--- config.mk ---
export PLATFORM = sky130hd
export DESIGN_NAME = addr_select_unit
export DESIGN_NICKNAME = d
export VERILOG_FILES = /design/src/rtl/addr_select_pkg.sv /design/src/rtl/sel_decoder.sv /design/src/rtl/window_match.sv /design/src/rtl/strobe_gen.sv /design/src/rtl/output_stage.sv /design/src/rtl/addr_select_unit.sv
export SDC_FILE = /design/constraint.sdc
export NUM_CORES = 1
export LEC_CHECK = 0
export BUFFER_PORTS_ARGS = -buffer_cell sky130_fd_sc_hd__buf_4
export CAP_MARGIN = 30
export CORE_MARGIN = 10
export CORE_UTILIZATION = 40
export CTS_BUF_LIST = sky130_fd_sc_hd__clkbuf_8
export CTS_CLUSTER_DIAMETER = 200
export CTS_CLUSTER_SIZE = 25
export DETAILED_ROUTE_END_ITERATION = 8
export GPL_ROUTABILITY_DRIVEN = 0
export PLACE_DENSITY = 0.73
export SLEW_MARGIN = 5
export SYNTH_ARGS = -nofsm -noshare
export SYNTH_HDL_FRONTEND = slang
export SYNTH_SLANG_ARGS = --single-unit
--- constraint.sdc ---
create_clock -name clk -period 1.25 [get_ports clk]
set_input_delay 0.25 -clock clk [delete_from_list [all_inputs] [get_ports clk]]
set_output_delay 0.25 -clock clk [all_outputs]
set_load 0.1 [all_outputs]
--- src/rtl/addr_select_pkg.sv ---
package addr_select_pkg;

    typedef enum logic {
        CYC_MEM = 1'b0,
        CYC_IO  = 1'b1
    } cycle_kind_e;

    typedef struct packed {
        logic mem_rd_n;
        logic mem_wr_n;
        logic io_rd_n;
        logic io_wr_n;
        logic err;
    } strobe_set_t;

    localparam strobe_set_t STROBES_IDLE = '{
        mem_rd_n: 1'b1, mem_wr_n: 1'b1, io_rd_n: 1'b1, io_wr_n: 1'b1, err: 1'b0
    };

    function automatic logic rw_conflict(input logic rd_n, input logic wr_n);
        return !rd_n && !wr_n;
    endfunction

    function automatic strobe_set_t combine_strobes(input cycle_kind_e kind,
                                                    input logic rd_n,
                                                    input logic wr_n);
        strobe_set_t s;
        s = STROBES_IDLE;
        if (rw_conflict(rd_n, wr_n)) begin
            s.err = 1'b1;
        end else if (kind == CYC_MEM) begin
            s.mem_rd_n = rd_n;
            s.mem_wr_n = wr_n;
        end else begin
            s.io_rd_n = rd_n;
            s.io_wr_n = wr_n;
        end
        return s;
    endfunction

endpackage

--- src/rtl/sel_decoder.sv ---
module sel_decoder #(
    parameter int SEL_BITS = 3
) (
    input  logic                       en,
    input  logic [SEL_BITS-1:0]        sel,
    output logic [(1<<SEL_BITS)-1:0]   cs_n
);
    localparam int NOUT = 1 << SEL_BITS;

    for (genvar i = 0; i < NOUT; i++) begin : g_line
        assign cs_n[i] = !(en && (sel == SEL_BITS'(i)));
    end
endmodule

--- src/rtl/window_match.sv ---
module window_match #(
    parameter int W = 5
) (
    input  logic [W-1:0] bits,
    output logic         hit
);
    assign hit = &bits;
endmodule

--- src/rtl/strobe_gen.sv ---
module strobe_gen
    import addr_select_pkg::*;
(
    input  logic        io_m,
    input  logic        rd_n,
    input  logic        wr_n,
    output strobe_set_t strobes
);
    cycle_kind_e kind;

    always_comb begin
        kind    = io_m ? CYC_IO : CYC_MEM;
        strobes = combine_strobes(kind, rd_n, wr_n);
    end
endmodule

--- src/rtl/output_stage.sv ---
module output_stage #(
    parameter int          W          = 8,
    parameter bit          REGISTERED = 1'b1,
    parameter logic [W-1:0] RST_VAL   = '0
) (
    input  logic         clk,
    input  logic         rst,
    input  logic [W-1:0] d,
    output logic [W-1:0] q
);
    if (REGISTERED) begin : g_reg
        logic [W-1:0] q_r;
        always_ff @(posedge clk) begin
            if (rst) q_r <= RST_VAL;
            else     q_r <= d;
        end
        assign q = q_r;
    end else begin : g_comb
        assign q = d;
    end
endmodule

--- src/rtl/addr_select_unit.sv ---
module addr_select_unit
    import addr_select_pkg::*;
#(
    parameter int ADDR_W     = 16,
    parameter int ZONE_BITS  = 3,
    parameter int PORT_BITS  = 3,
    parameter bit REGISTERED = 1'b1
) (
    input  logic                          clk,
    input  logic                          rst,
    input  logic [ADDR_W-1:0]             addr,
    input  logic                          io_m,
    input  logic                          rd_n,
    input  logic                          wr_n,
    output logic [(1<<ZONE_BITS)-1:0]     mem_cs_n,
    output logic [(1<<PORT_BITS)-1:0]     io_cs_n,
    output logic [ADDR_W-ZONE_BITS-1:0]   mem_offset,
    output logic                          mem_rd_n,
    output logic                          mem_wr_n,
    output logic                          io_rd_n,
    output logic                          io_wr_n,
    output logic                          bus_err
);
    localparam int NZONE   = 1 << ZONE_BITS;
    localparam int NPORT   = 1 << PORT_BITS;
    localparam int OFF_W   = ADDR_W - ZONE_BITS;
    localparam int IO_LSB  = ADDR_W / 2;
    localparam int WIN_LSB = IO_LSB + PORT_BITS;
    localparam int WIN_W   = ADDR_W - WIN_LSB;
    localparam int STB_W   = $bits(strobe_set_t);
    localparam int PIPE_W  = NZONE + NPORT + OFF_W + STB_W;
    localparam logic [PIPE_W-1:0] PIPE_RST =
        {{NZONE{1'b1}}, {NPORT{1'b1}}, {OFF_W{1'b0}}, STROBES_IDLE};

    logic              win_hit;
    logic              io_en;
    logic [NZONE-1:0]  zone_cs_n;
    logic [NPORT-1:0]  port_cs_n;
    strobe_set_t       stb;
    strobe_set_t       stb_q;
    logic [PIPE_W-1:0] pipe_d;
    logic [PIPE_W-1:0] pipe_q;

    sel_decoder #(.SEL_BITS(ZONE_BITS)) u_mem_dec (
        .en   (!io_m),
        .sel  (addr[ADDR_W-1 -: ZONE_BITS]),
        .cs_n (zone_cs_n)
    );

    window_match #(.W(WIN_W)) u_io_win (
        .bits (addr[ADDR_W-1 -: WIN_W]),
        .hit  (win_hit)
    );

    assign io_en = io_m && win_hit;

    sel_decoder #(.SEL_BITS(PORT_BITS)) u_io_dec (
        .en   (io_en),
        .sel  (addr[IO_LSB +: PORT_BITS]),
        .cs_n (port_cs_n)
    );

    strobe_gen u_stb (
        .io_m    (io_m),
        .rd_n    (rd_n),
        .wr_n    (wr_n),
        .strobes (stb)
    );

    assign pipe_d = {zone_cs_n, port_cs_n, addr[OFF_W-1:0], stb};

    output_stage #(
        .W          (PIPE_W),
        .REGISTERED (REGISTERED),
        .RST_VAL    (PIPE_RST)
    ) u_out (
        .clk (clk),
        .rst (rst),
        .d   (pipe_d),
        .q   (pipe_q)
    );

    assign {mem_cs_n, io_cs_n, mem_offset, stb_q} = pipe_q;
    assign mem_rd_n = stb_q.mem_rd_n;
    assign mem_wr_n = stb_q.mem_wr_n;
    assign io_rd_n  = stb_q.io_rd_n;
    assign io_wr_n  = stb_q.io_wr_n;
    assign bus_err  = stb_q.err;
endmodule

==> results_dict.tcl <==
set metrics [dict create \
    dieArea_sq_um 4860 \
    synth_top_family_by_area "simple AND/OR/NAND/NOR gates" \
    tns_ns 0 \
    initial_core_util_pct 43.5 \
    hp-class "in -> reg" \
    cts_max_level 2 \
    hp-start "rd_n" \
    grt_pass1_wl_um 4170 \
    via_per_inst 4.58 \
    cts_setup_buffers 0 \
    drc 0 \
    min_to "u_out.q[0]$_SDFF_PP0_" \
    drtIter0Drc 9 \
    irDropWorstVdd_v 0.00106 \
    netlist_area_sq_um 990 \
    core_sq_um 2280 \
    final_common_cell "buf_4" \
    synth_xor_xnor_area_share_pct 0 \
    slew_headroom_pct 81.1 \
    wl_met3_um 346 \
    synth_compound_area_share_pct 0 \
    clk_pin_slew_worst_paths_ns 0.07 \
    instances_no_fill 170 \
    clock-sinks 34 \
    cts_tree "done" \
    worstMarginPinSlew_ns 0.282 \
    critPathSlowestCell "dfxtp_1" \
    cts_buffer_depth 2 \
    synthToLayoutAreaGrowth_pct 51.6 \
    worst_ep_arrival_time_ns 0.90 \
    cp.required_ns 1.00 \
    synth_seq_cells 34 \
    layout.nets 162 \
    status "complete, no violations" \
    path_cells "buf_4" \
    muxShareOfSynthArea_pct 0 \
    grt.total_usage_pct 10.8 \
    yosys.area_share.simple_pct 29.1 \
    seq_area_frac_synth_pct 68.8 \
    root_buffer "clkbuf_8" \
    p_leak_nw 0.657 \
    largest_register_ffs 34 \
    final-hold-violation-count 0 \
    pre_cts_ws_ns 0.216 \
    period_needed_ns 1.15 \
    slew_violations 0 \
    wirelength_um 2460 \
    crit_fanout 1 \
    ioPinCount 55 \
    grt_max_degree 22 \
    cpPeakStageDelay_ns 0.32 \
    critPathCaptureType "output pin" \
    antenna_left 0 \
    crit_path_start_kind "register" \
    whs_path_depth 2 \
    p_total_mw 2.32 \
    cts_resized 0 \
    fin_crit_sh_pct 91.7 \
    syn-instance-count 83 \
    dp_hpwl_um 1960 \
    cp.buffers_inverters 1 \
    die_w_um 69.7 \
    yosys_warnings 0 \
    timing.fmax_ghz 0.873 \
    wire_per_inst_um 14.5 \
    firstDrtPassIters 4 \
    chipHeight_um 69.7 \
    cap_violations 0 \
    top_layer "met4" \
    vias 779 \
    row_count 17 \
    dp_cells 162 \
    powerDensity_nw_per_um2 1550 \
    antennaDiodeCount 0 \
    port_buffers 54 \
    final_cell_mix "buf_4, dfxtp_1, nor2b_1" \
    wl_met1_um 891 \
    utilization_pct 65.9 \
    finalSetupViolCount 0 \
    drive_above_1_share_pct 44.4 \
    grt_pass1_vias 896 \
    dr_wl_met2_um 1170 \
    globalRouteOverflowTotal 0 \
    avgSynthCellArea_sq_um 11.9 \
    grt_antenna_before_repair 0 \
    rsz0062_at_grt "no" \
    ctsHoldBuffers 0 \
    path_class "reg -> out" \
    synth-adder-area-share_pct 0 \
    ys_types 16 \
    nFillCells 182 \
    numCtsBuffers 5 \
    worst_slack_ns 0.104 \
    synthesis.nets 104 \
    crit_family "flip-flops" \
]
## per-layer routing
layer  global-route usage, %  vias up
met2                    17.1       36
met1                    9.86      344
met4                    5.22        0
li1                        -      393
met3                    8.42        6
met5                       0        -
## cells by family after synthesis
group,Yosys count
simple gates,46
flops,34
buf+inv,3
## power breakdown
group,switching (mW),internal [mW]
registers,0.00836,1.12
clock network,0.364,0.435
logic,0.294,0.103
total,0.667,1.65
## cell usage after synthesis
master	n	area, sq um
and4b_1	1	10.0
nand3_1	5	25.0
buf_6	1	11.3
buf_2	2	10.0
nor3_1	1	5.00
nor3_2	1	10.0
and4_1	1	8.76
nor2_1	4	15.0
nand4_1	2	12.5
nand3b_1	2	15.0
nor3b_2	1	12.5
nor2b_1	16	100
nand2_1	7	26.3
dfxtp_1	34	681
and4bb_1	1	12.5
nand4b_1	4	35.0
## worst max path at each step
stage / from / endpoint / slack, ns / cells after the start
3_3_place_gp: rst / u_out.q[20]$_SDFF_PP1_ / 0.24 / 3
3_5_place_dp: rst / u_out.q[19]$_SDFF_PP1_ / 0.22 / 3
6_report: u_out.q[33]$_SDFF_PP1_ / mem_cs_n[7] / 0.10 / 1
4_1_cts: u_out.q[33]$_SDFF_PP1_ / mem_cs_n[7] / 0.09 / 1
5_1_grt: u_out.q[33]$_SDFF_PP1_ / mem_cs_n[7] / 0.07 / 1
2_1_floorplan: u_out.q[0]$_SDFF_PP0_ / bus_err / 0.09 / 0
## per-stage QoR
step           instance area [sq um]  hold slack (ns)
2_1_floorplan                    990            0.321
3_3_place_gp                    1410            0.433
3_5_place_dp                    1410            0.443
4_1_cts                         1500            0.146
5_1_grt                         1500            0.153
6_report                        1500            0.152
## layout make-up
class / instances / area [sq um] / area share, %
Clock inverter: 2 / 8.76 / 0.584
Clock buffer: 6 / 82.6 / 5.50
Timing Repair Buffer: 54 / 405 / 27.0
Tap cell: 28 / 35.0 / 2.34
Multi-Input combinational cell: 46 / 288 / 19.2
Sequential cell: 34 / 681 / 45.4
No activity file was read; power rests on OpenSTA's default activity.
